<file path="src/rtl/apd_pkg.sv">
// Package: shared constants and the resource index used by the decoder.
// Assumes the register-file window is at least 64 bytes so the config
// offset lies inside it.
package apd_pkg;
    localparam int unsigned CFG_OFFSET = 63;   // byte offset of config reg
    localparam int unsigned ROM_EN_BIT = 1;    // config bit enabling the ROM
    localparam int unsigned NUM_RES    = 3;    // resources, index = priority

    typedef enum int unsigned {
        RES_REG = 0,
        RES_RAM = 1,
        RES_ROM = 2
    } res_idx_e;
endpackage

</file>
<file path="src/rtl/apd_window.sv">
// Module: apd_window
// Flags whether an address lies inside [BASE, BASE+SIZE).
// Assumes BASE+SIZE fits in ADDR_W+1 bits; compares are done one bit wider
// so a window ending at the top of the address space works.
module apd_window #(
    parameter int unsigned          ADDR_W = 16,
    parameter logic [ADDR_W-1:0]    BASE   = '0,
    parameter int unsigned          SIZE   = 64
) (
    input  logic [ADDR_W-1:0] addr,
    output logic              hit
);
    localparam logic [ADDR_W:0] LO = {1'b0, BASE};
    localparam logic [ADDR_W:0] HI = LO + (ADDR_W+1)'(SIZE);

    // Range compare of the widened address against both bounds.
    always_comb begin
        hit = ({1'b0, addr} >= LO) && ({1'b0, addr} < HI);
    end
endmodule

</file>
<file path="src/rtl/apd_prio.sv">
// Module: apd_prio
// Fixed-priority one-hot grant: request 0 wins over 1, 1 over 2, and so on.
// Assumes requests are already gated by strobe and enables.
module apd_prio #(
    parameter int unsigned N = 3
) (
    input  logic [N-1:0] req,
    output logic [N-1:0] grant
);
    for (genvar g = 0; g < N; g++) begin : g_grant
        if (g == 0) begin : g_top
            // Highest priority needs no masking.
            always_comb grant[g] = req[g];
        end else begin : g_low
            // Lower entries are masked by any request above them.
            always_comb grant[g] = req[g] & ~(|req[g-1:0]);
        end
    end
endmodule

</file>
<file path="src/rtl/apd_cfg_reg.sv">
// Module: apd_cfg_reg
// Holds the configuration byte and gates its writes. In normal mode only
// the first write within WIN_CYCLES clocks after reset is stored; in
// special mode every write is stored. Reset is synchronous, active low.
module apd_cfg_reg #(
    parameter int unsigned        DATA_W     = 8,
    parameter int unsigned        WIN_CYCLES = 64,
    parameter logic [DATA_W-1:0]  CFG_RST    = 8'h02
) (
    input  logic              clk,
    input  logic              rst_n,
    input  logic              wr_hit,
    input  logic              special_mode,
    input  logic [DATA_W-1:0] wdata,
    output logic [DATA_W-1:0] cfg_q
);
    localparam int unsigned CNT_W = $clog2(WIN_CYCLES + 1);
    localparam logic [CNT_W-1:0] CNT_MAX = CNT_W'(WIN_CYCLES);

    logic [CNT_W-1:0] cyc_cnt;
    logic             wr_done;
    logic             win_open;
    logic             accept;

    // Decide whether the current write may update the register.
    always_comb begin
        win_open = (cyc_cnt < CNT_MAX);
        accept   = wr_hit && (special_mode || (win_open && !wr_done));
    end

    // Count bus cycles since reset, holding once the window has closed.
    always_ff @(posedge clk) begin
        if (!rst_n)
            cyc_cnt <= '0;
        else if (cyc_cnt != CNT_MAX)
            cyc_cnt <= cyc_cnt + 1'b1;
    end

    // Remember that the one normal-mode write has been used.
    always_ff @(posedge clk) begin
        if (!rst_n)
            wr_done <= 1'b0;
        else if (accept && !special_mode)
            wr_done <= 1'b1;
    end

    // Store accepted write data.
    always_ff @(posedge clk) begin
        if (!rst_n)
            cfg_q <= CFG_RST;
        else if (accept)
            cfg_q <= wdata;
    end
endmodule

</file>
<file path="src/rtl/addr_prio_decoder.sv">
// Module: addr_prio_decoder (top)
// Decodes a CPU address into one-hot selects for register file, RAM and ROM
// with fixed priority where windows overlap, and hosts the timed
// configuration register at register base + 0x3F. Assumes one bus cycle per
// clock and strobes valid for the whole cycle. Reset is synchronous.
module addr_prio_decoder
    import apd_pkg::*;
#(
    parameter int unsigned          ADDR_W     = 16,
    parameter int unsigned          DATA_W     = 8,
    parameter logic [ADDR_W-1:0]    REG_BASE   = 16'h1000,
    parameter int unsigned          REG_SIZE   = 64,
    parameter logic [ADDR_W-1:0]    RAM_BASE   = 16'h0000,
    parameter int unsigned          RAM_SIZE   = 512,
    parameter logic [ADDR_W-1:0]    ROM_BASE   = 16'hD000,
    parameter int unsigned          ROM_SIZE   = 12288,
    parameter int unsigned          WIN_CYCLES = 64,
    parameter logic [DATA_W-1:0]    CFG_RST    = 8'h02
) (
    input  logic              clk,
    input  logic              rst_n,
    input  logic [ADDR_W-1:0] bus_addr,
    input  logic              bus_rd,
    input  logic              bus_wr,
    input  logic [DATA_W-1:0] bus_wdata,
    input  logic              special_mode,
    output logic              sel_reg,
    output logic              sel_ram,
    output logic              sel_rom,
    output logic [DATA_W-1:0] cfg_bits,
    output logic [DATA_W-1:0] rd_data
);
    localparam logic [ADDR_W-1:0] CFG_ADDR = REG_BASE + ADDR_W'(CFG_OFFSET);

    // Base address of resource i, indexed by priority.
    function automatic logic [ADDR_W-1:0] res_base(input int unsigned i);
        case (i)
            RES_REG: res_base = REG_BASE;
            RES_RAM: res_base = RAM_BASE;
            default: res_base = ROM_BASE;
        endcase
    endfunction

    // Window size of resource i, indexed by priority.
    function automatic int unsigned res_size(input int unsigned i);
        case (i)
            RES_REG: res_size = REG_SIZE;
            RES_RAM: res_size = RAM_SIZE;
            default: res_size = ROM_SIZE;
        endcase
    endfunction

    logic [NUM_RES-1:0] hit;
    logic [NUM_RES-1:0] req;
    logic [NUM_RES-1:0] grant;
    logic               strobe;
    logic               cfg_sel;
    logic [DATA_W-1:0]  cfg_q;

    for (genvar g = 0; g < NUM_RES; g++) begin : g_win
        apd_window #(
            .ADDR_W (ADDR_W),
            .BASE   (res_base(g)),
            .SIZE   (res_size(g))
        ) u_win (
            .addr (bus_addr),
            .hit  (hit[g])
        );
    end

    // Gate window hits by strobe and by the ROM enable bit.
    always_comb begin
        strobe       = bus_rd || bus_wr;
        req          = hit & {NUM_RES{strobe}};
        req[RES_ROM] = req[RES_ROM] & cfg_q[ROM_EN_BIT];
    end

    apd_prio #(.N(NUM_RES)) u_prio (
        .req   (req),
        .grant (grant)
    );

    // Config register is addressed only when the register file wins.
    always_comb cfg_sel = grant[RES_REG] && (bus_addr == CFG_ADDR);

    apd_cfg_reg #(
        .DATA_W     (DATA_W),
        .WIN_CYCLES (WIN_CYCLES),
        .CFG_RST    (CFG_RST)
    ) u_cfg (
        .clk          (clk),
        .rst_n        (rst_n),
        .wr_hit       (bus_wr && cfg_sel),
        .special_mode (special_mode),
        .wdata        (bus_wdata),
        .cfg_q        (cfg_q)
    );

    // Drive selects and the decoder's own read data.
    always_comb begin
        sel_reg  = grant[RES_REG];
        sel_ram  = grant[RES_RAM];
        sel_rom  = grant[RES_ROM];
        cfg_bits = cfg_q;
        if (!bus_rd)
            rd_data = '1;
        else if (cfg_sel)
            rd_data = cfg_q;
        else if (grant == '0)
            rd_data = '1;
        else
            rd_data = '0;
    end
endmodule

</file>
<file path="config.mk">
export PLATFORM = sky130hd
export DESIGN_NAME = addr_prio_decoder
export DESIGN_NICKNAME = d
export VERILOG_FILES = /design/src/rtl/apd_pkg.sv /design/src/rtl/apd_window.sv /design/src/rtl/apd_prio.sv /design/src/rtl/apd_cfg_reg.sv /design/src/rtl/addr_prio_decoder.sv
export SDC_FILE = /design/constraint.sdc
export NUM_CORES = 1
export LEC_CHECK = 0
export BUFFER_PORTS_ARGS = -buffer_cell sky130_fd_sc_hd__buf_2
export CORE_MARGIN = 2
export CORE_UTILIZATION = 45
export DETAILED_ROUTE_END_ITERATION = 12
export PLACE_DENSITY = 0.81
export SYNTH_ARGS = -nofsm -noshare
export SYNTH_HDL_FRONTEND = slang
export SYNTH_SLANG_ARGS = --single-unit
export TNS_END_PERCENT = 1
</file>
<file path="constraint.sdc">
create_clock -name clk -period 2.72 [get_ports clk]
set_input_delay 0.272 -clock clk [delete_from_list [all_inputs] [get_ports clk]]
set_output_delay 0.272 -clock clk [all_outputs]
set_load 0.05 [all_outputs]
</file>
==> metrics.txt, run 1 <==
status=complete, no violations; # resized after CTS=0; Hold Path Class=input port to flop; Hold Path Cell Cnt=2; yosys warns=0; Worst slew margin=0.510; post-synth cell types=29; Final setup viols=0; Max-Cap Viols=0; CP Launch Type=flop; hold buffers post-CTS=0; gpl congestion=between 0.7 and 0.8; gr ovfl total=0; Final Max Slew Viols=0; R2R Path Start=u_cfg.cyc_cnt[6]; Syn Inst Count=between 100 and 150; Final period util=0.735; maximum clock rate=around 500 MHz; register area share after synthesis=0.363; Mapped Nets=135; commonest non-fill, non-tap cells in the layout=buf_2, dfxtp_1, nor2_1; Root Buffer=clkbuf_4; Post-Synth Adder-Cell Area=0.0284; Pwr Density=369 nW/um2; Post-Synth Simple-Gate Area=0.250; mapped cell area=882 um2; Num CTS Buffers=3; Reg2Reg Depth=4; postcts setup bufs=0; placed instance area=between 1000 and 1500 um2; via count=1,007; row count=16; global router's overall resource usage=0.191; FF+latch count, synth=16; Slew @ Worst Pin=roughly 730 ps; final hold vios=0; main combinational cell family by area after synthesis=compound AO/OA/AOI/OAI gates; hold_ws=198 ps; RSZ-0062 raised after global routing=no; Worst-path clk slew=about 90 ps; Detail Route Antenna Nets=0; Reg-to-Reg End=u_cfg.cfg_q[4]; WL final=2.24 mm; drt initial violations=24; Area Growth Syn to Fin=33.1%; Post-Synth XOR/XNOR Area=0.0596; share of layout cells above drive strength 1=0.359; core box area=1900 um2; mux cell area share after synthesis=0.0113; clock period minus worst slack=2000 ps; Hold Crit Start=rst_n; DRC=0; antenna violations before repair=0; Starting Density=0.464; NumNets Final=186; # diodes=0; Ports=48; Finished Core Util=0.617; DP HPWL=1.71 mm; largest net degree at the start of global routing=12; number of global-route vias before repair=843; Worst EP required=2450 ps; post-synthesis compound-gate area fraction=0.252; Die Width=a little under 50 um; R2R Setup Slk=1350 ps; Chip Height=48.3 um; first-pass GRT wire length=~3.1 mm; CTS tree=built; design area=1170 um2; TNS Setup=0 ps; Critical Setup Path Class=flop to output port; Hold EP=u_cfg.cfg_q[1]; CTS H-tree depth=1; mean number of vias per cell=approximately 5.6; maximum root-to-sink buffer count=2; CTS Sinks=16; Synth Area per Inst=8.48 um2; DR pass1 iterations=4; Avg WL per Cell=12.5 um; Max Clock Skew=7.33 ps; static leakage=0.503 nW; commonest non-fill, non-tap cell in the layout=buf_2; critical path arrival=1730 ps; Port-buffer cells=47; CP Capture Type=output port; Skew-Pair Late Insertion Delay=around 280 ps; Crit Path Max Fanout=8; Die ar.=2330 um2; Peak VDD IR=around 0.26 mV
-- sequential cells by signal, indices dropped and copies added (netlist names) --
register,count
u_cfg.wr_done,1
u_cfg.cfg_q,8
u_cfg.cyc_cnt,7
-- per-stage QoR --
stage	worst slack (ps)	power [mW]	instances
after floorplan	655	0.284	104
after global placement	758	0.316	177
after detailed placement	735	0.317	177
after CTS	731	0.436	180
after global routing	604	0.459	180
final	722	0.433	180
-- worst max-delay path by stage --
| stage | start | to | slack [ps] | cells after the start |
|---|---|---|---|---|
| 5_1_grt | bus_addr[11] | rd_data[3] | 600 | 6 |
| 6_report | u_cfg.cfg_q[1] | rd_data[7] | 720 | 4 |
| 3_3_place_gp | bus_addr[11] | rd_data[7] | 760 | 6 |
| 2_1_floorplan | bus_addr[9] | sel_ram | 650 | 3 |
| 3_5_place_dp | bus_addr[11] | rd_data[7] | 730 | 6 |
| 4_1_cts | u_cfg.cfg_q[1] | rd_data[7] | 730 | 4 |
-- per-layer routing --
layer,wire [um],GRT usage,up-vias,part of all wire
met5,0,0,-,0
met4,32,0.130,0,0.014
met3,178,0.0370,4,0.079
met2,1060,0.311,45,0.47
met1,968,0.225,460,0.43
li1,-,-,498,-
-- cell families after synthesis --
logic type               count (synthesis)
AO/OA/AOI/OAI                           32
XOR/XNOR                                 6
adder cells (fa/ha/maj)                  2
buffers and inverters                    7
flip-flops                              16
multiplexers                             1
AND/OR/NAND/NOR                         40
-- critical path: stages (launching register included) --
cell and delay, ps:
dfxtp_1 410, o2111ai_1 160, a221o_1 460, a21o_1 200, buf_2 210
-- report_power, final --
part	leakage, nW	switching [mW]	internal, mW
Clock	0.0138	0.0699	0.0514
Sequential	0.130	0.00414	0.238
Combinational	0.360	0.0410	0.0288
Total	0.503	0.115	0.318
-- cell type report --
| type | instances | area [um2] |
|---|---|---|
| clock buffers | 3 | 22.5 |
| fillers | 167 | 728 |
| inverters | 4 | 16.3 |
| multi-input cells | 81 | 531 |
| flip-flops and latches | 16 | 320 |
| well taps | 27 | 33.8 |
| repair buffers | 49 | 250 |
-- cell usage after synthesis (all sizes together) --
library cell,n,share of area
a21oi,7,0.040
clkinv,1,0.0057
dfxtp,16,0.36
xnor2,4,0.040
ha,2,0.028
nor4,2,0.021
nand2,3,0.013
mux2i,1,0.011
xor2,2,0.020
nor4b,1,0.017
nand3,5,0.028
nor3,2,0.011
o21ai,2,0.011
inv,3,0.013
o2111ai,2,0.020
buf,1,0.0085
and4,1,0.0099
and3,2,0.014
nor2,14,0.060
o21a,2,0.017
nand4b,1,0.0099
nand4,8,0.057
nor3b,1,0.0085
a221o,1,0.011
o31ai,10,0.085
a21o,8,0.068
clkbuf,2,0.0085
No activity file was read; power rests on OpenSTA's default activity.
==> inputs of run 2 (changes only) <==
- CORE_UTILIZATION: 45 -> 39
- PLACE_DENSITY: 0.81 -> 0.74
- clock period: 2.72 -> 1.8 ns (I/O delays scaled with it)
==> run 2 against run 1 <==
Register-to-register slack worse by 760 ps. Clock skew is 2.3 ps lower. Global-route usage rose by 2.2 points. Hold slack lost 94 ps. Cell count is 3.3% higher. Wire length is 21% higher. Cell area grew 11%. Critical path depth stayed put. Die area is 14% higher. Largest cell class unchanged.
==> metrics.txt, run 2 (synthesized netlist as in run 1, its figures left out) <==
status=complete, no violations; hold_ws=between 100 and 150 ps; share of layout cells above drive strength 1=0.418; Num CTS Buffers=3; Starting Density=0.407; # diodes=0; Die ar.=2660 um2; maximum root-to-sink buffer count=2; crit-path leading delay family=compound AO/OA/AOI/OAI gates; Largest register FFs=8; # fillers=between 200 and 250; multi-input logic area=566 um2; Max stage delay on crit path=460 ps; RSZ-0062 raised after global routing=yes; Finished Layout Cells=186; CTS Sinks=16; CTS H-tree depth=1; Hold Path Class=input port to flop; Chip Height=51.6 um; CP Launch Type=flop; Crit Path Max Fanout=8; maximum clock rate=563 MHz; Final Max Slew Viols=0; WL final=2.71 mm; first-pass GRT wire length=4.27 mm; number of global-route vias before repair=1,014; Max Clock Skew=5.03 ps; Die Width=51.6 um; Root Buffer=clkbuf_4; Avg WL per Cell=~15 um; final hold vios=0; Detail Route Antenna Nets=0; gr ovfl total=0; mean number of vias per cell=5.66; Reg2Reg Depth=5; CP Cell Sequence=o2111ai_4, a221o_2, a21o_1, buf_6; largest net degree at the start of global routing=12; antenna violations before repair=0; DRC=0; commonest non-fill, non-tap cell in the layout=buf_2; commonest non-fill, non-tap cells in the layout=buf_2, dfxtp_1, nor2_1; Max-Cap Viols=0; gpl congestion=0.778; WP buf/inv=1; biggest registers after layout=u_cfg.cfg_q (8), u_cfg.cyc_cnt (7), u_cfg.wr_done (1); static leakage=0.563 nW; Ports=48; Reg-to-Reg End=u_cfg.cyc_cnt[6]; Worst slew margin=0.786; NumNets Final=190; Worst-path clk slew=90 ps; Peak VDD IR=a little over 0.4 mV; hold buffers post-CTS=0; DR pass1 iterations=4; Slew @ Worst Pin=321 ps; Hold Path Cell Cnt=2; Worst EP required=about 1600 ps; Final period util=0.987; Hold Crit Start=rst_n; via count=~1.1k; CTS tree=built; CP max-delay cell=a221o_2; critical path arrival=1600 ps; CP Capture Type=output port; Area Growth Syn to Fin=48.2%; Skew-Pair Late Insertion Delay=290 ps; Cells after DPL=180; Critical Setup Path Class=flop to output port; R2R Setup Slk=590 ps; Port-buffer cells=47; Hold EP=u_cfg.cfg_q[1]; clock period minus worst slack=1780 ps; Final setup viols=0; R2R Path Start=u_cfg.cyc_cnt[0]; row count=17; core box area=2170 um2; DP HPWL=1.96 mm; Biggest register=u_cfg.cfg_q; global router's overall resource usage=0.213; Pwr Density=562 nW/um2; drt initial violations=10; register area=324 um2
## run 2: cell types whose count changed in the layout (fill, tap and decap cells not counted), moves of 2 or more
cell,delta
o2111ai_1,-2
buf_2,-8
buf_6,+8
buf_4,+4
## run 2: worst max-delay path by stage
stage / startpoint / to / slack [ps] / cells past startpoint
floorplan: u_cfg.cfg_q[1] / rd_data[0] / -10 / 3
global placement: bus_addr[11] / rd_data[7] / 70 / 6
detailed placement: bus_addr[15] / rd_data[5] / 20 / 6
CTS: u_cfg.cfg_q[1] / rd_data[1] / 2 / 4
global route: u_cfg.cfg_q[1] / rd_data[4] / -40 / 4
finish: u_cfg.cfg_q[1] / rd_data[4] / 20 / 4
## run 2: worst reg2reg max path, cell delays in order, from the launching register on
cell and delay (ps):
dfxtp_1 400, ha_1 200, and3_1 210, nand3_1 100
xor2_1 140, nor2_1 50
## run 2: layout make-up
type,instances,share of cell area
repair buffers,53,0.253
flip-flops and latches,16,0.248
multi-input cells,81,0.433
inverters,4,0.0124
well taps,28,0.0268
clock buffers,4,0.0278
## run 2: what timing repair did
action,4_1_cts,5_1_grt
resized for setup,19,4
buffers inserted,1,1
pin swaps,2,2
setup endpoints to repair,8,8
## run 2: power breakdown
| part | total (mW) | switching (mW) | internal [mW] |
|---|---|---|---|
| Clock | 0.246 | 0.122 | 0.123 |
| Sequential | 0.365 | 0.00670 | 0.358 |
| Combinational | 0.125 | 0.0710 | 0.0536 |
## run 2: metrics by stage
step	setup WS, ps	area (um2)	setup TNS, ps	utilization	power [mW]
detailed placement	22.1	1170	0	0.540	0.485
global placement	72.5	1170	0	0.540	0.479
finish	23.1	1310	0	0.603	0.735
CTS	2.44	1270	0	0.588	0.727
global route	-42.7	1310	-240	0.603	0.763
floorplan	-13.9	887	-111	-	0.429
## run 2: layer usage
layer,GRT usage,vias to the layer above,wire length (um)
met1,0.216,504,1010
met5,0,-,0
met4,0.0877,0,42
met2,0.419,37,1510
met3,0.0402,6,151
li1,-,505,-
==> inputs of run 3 (changes only) <==
- CORE_UTILIZATION: 39 -> 41
- REMOVE_ABC_BUFFERS: not set -> 1
- SYNTH_HIERARCHICAL: not set -> 1
==> run 3 against run 2 <==
The flow now finishes with violations (negative setup slack). Hold slack improved by 24 ps. Largest cell class unchanged. Critical endpoint unchanged. Highest routed layer unchanged. Critical path type is now input port to output port. Fmax fell by 15%. Sequential share of layout area shrank 3.6 points.
==> metrics.txt, run 3 <==
commonest non-fill, non-tap cell in the layout=buf_2; final setup margin=-288 ps; clock period minus worst slack=2090 ps; yosys warns=6; Hold EP=u_cfg/cfg_q[7]; most frequent cell after synthesis=nand2_1; Reg-to-Reg End=u_cfg/cyc_cnt[0]; EDFF count, synth=0; static leakage=0.671 nW; Avg WL per Cell=13.3 um; CTS H-tree depth=1; Worst slew margin=0.710; NumNets Final=213; # fillers=202; Num CTS Buffers=3; Detail Route Antenna Nets=0; CP Launch Type=input port; CTS Sinks=16; Reg2Reg Depth=5; biggest registers after layout=u_cfg/cfg_q (8), u_cfg/cyc_cnt (7), u_cfg/wr_done (1); WL final=2.80 mm; post-synth cell types=34; number of global-route vias before repair=1,080; Final Max Slew Viols=0; routing usage on met2=0.392; grt met3 use=0.0601; violations in the final reports=negative setup slack; CP Cell Sequence=buf_2, or4_4, nor4_2, o21a_1, nor3b_2, o31a_1, buf_4, o21ai_2, buf_6; CP Capture Type=output port; post-synth top area share=0.309; Root Buffer=clkbuf_4; drt initial violations=22; Worst-path clk slew=80 ps; first-pass GRT wire length=4.48 mm; Max stage delay on crit path=530 ps; critical path arrival=roughly 1900 ps; maximum clock rate=479 MHz; Hold Path Class=input port to flop; global router's overall resource usage=0.215; Port-buffer cells=47; DP HPWL=2.14 mm; Area Growth Syn to Fin=46.1%; maximum root-to-sink buffer count=2; Synth Area per Inst=a little under 9 um2; Largest register FFs=8; placed instance area=1370 um2; DRC=0; Chip Height=54.3 um; Max Clock Skew=about 6 ps; # diodes=0; Syn Inst Count=approximately 120; status=complete, but fails checks; antenna violations before repair=0; RSZ-0062 raised after global routing=yes; Ports=48; hold buffers post-CTS=0; Synth Flop Type=dfxtp_1; Hold Crit Start=bus_wdata[7]; GR Util met1=0.219; design area=1510 um2; Die Width=54.3 um; mapped cell area=1040 um2; cell accounting for the most synthesized area=dfxtp_1; Pwr Density=471 nW/um2; most crowded layer after global routing=met2; Peak VDD IR=0.476 mV; Final period util=1.16; FF+latch count, synth=16; Worst EP required=1620 ps; Hold Path Cell Cnt=3; CTS tree=built; R2R Setup Slk=around 470 ps; commonest non-fill, non-tap cells in the layout=buf_2, nand2_1, buf_4; Max-Cap Viols=0; via count=between 1k and 1.5k; TNS Setup=-2190 ps; DR pass1 iterations=5; crit-path leading delay family=simple AND/OR/NAND/NOR gates; Crit Path Max Fanout=4; share of layout cells above drive strength 1=0.483; CP max-delay cell=or4_4; Skew-Pair Late Insertion Delay=approximately 290 ps; core box area=2430 um2; Biggest register=u_cfg/cfg_q; synth cell count leaders=nand2_1, dfxtp_1, mux2i_1, nand3_1, o21ai_1; Die ar.=2940 um2; WP buf/inv=3; mean number of vias per cell=5.27; Cells after DPL=205; gpl congestion=0.837; Slew @ Worst Pin=435 ps; R2R Path Start=u_cfg/cyc_cnt[0]; final hold vios=0; row count=18; Critical Setup Path Class=input port to output port; Starting Density=0.426; Area contributors post-synth=dfxtp_1, mux2i_1, nand2_1; largest net degree at the start of global routing=30; register area share after synthesis=0.309; Final setup viols=8; gr ovfl total=0; Finished Layout Cells=210; Post-synth ARST share=0
## run 3: changes by cell type after synthesis, moves of 6 or more
cell     delta
nand3_1     +6
o31ai_1    -10
o21ai_1     +7
nand4_1     -7
mux2i_1    +11
nor2_1     -10
a21o_1      -8
a21oi_1     -7
nand2_1    +19
## run 3: layer usage
| metal | vias up | part of all wire |
|---|---|---|
| li1 | 547 | - |
| met3 | 6 | 0.053 |
| met1 | 517 | 0.38 |
| met4 | 0 | 0.024 |
| met2 | 37 | 0.54 |
| met5 | - | 0 |
## run 3: worst max path at each step
stage | to | cells after the start | start
floorplan | rd_data[0] | 6 | bus_addr[12]
global placement | rd_data[2] | 8 | bus_addr[12]
detailed placement | rd_data[2] | 8 | bus_addr[12]
CTS | rd_data[5] | 9 | bus_addr[12]
global route | rd_data[4] | 9 | bus_addr[11]
finish | rd_data[4] | 9 | bus_addr[12]
## run 3: metrics by stage
step / util / worst slack [ps] / power, mW / hold slack (ps)
global route: 0.622 / -360 / 0.744 / 134
floorplan: - / -808 / 0.440 / 319
detailed placement: 0.564 / -404 / 0.520 / 436
finish: 0.622 / -288 / 0.713 / 127
CTS: 0.610 / -297 / 0.713 / 129
global placement: 0.564 / -370 / 0.514 / 428
## run 3: worst register-to-register path, cell delays in order (launching register included)
cell and delay (ps):
dfxtp_1 340, inv_1 80, ha_1 150, nor4b_2 230, and3b_2 270, mux2i_1 200
## run 3: final cells by class
type,count,area (um2),share of cell area
inverter,2,7.51,0.00496
timing repair buffer,65,430,0.284
multi-input combinational,94,696,0.460
clock buffer,3,22.5,0.0149
sequential,16,320,0.212
tap,30,37.5,0.0248
## run 3: power breakdown
group | switching, mW | leakage (nW) | internal [mW]
logic | 0.0891 | 0.528 | 0.0746
registers | 0.00613 | 0.130 | 0.359
clock network | 0.106 | 0.0138 | 0.0780
total | 0.201 | 0.671 | 0.512
## run 3: repair_timing
item / in CTS / in global routing
endpoints found under the setup margin: 9 / 18
gates resized for setup: 23 / 8
pin swaps: 1 / 2
setup buffers: 2 / 0
## run 3: logic make-up (layout without fill, tap and decap cells)
kind of cell / after synthesis / in the layout / synth area share
AOI/OAI and AO/OA: 15 / 15 / 0.0966
xor gates and xnor gates: 3 / 3 / 0.0254
adders and majority gates: 2 / 2 / 0.0242
buffers and inverters: 9 / 70 / 0.0616
DFF: 16 / 16 / 0.309
muxes: 12 / 12 / 0.116
and+or+nand+nor: 62 / 62 / 0.367
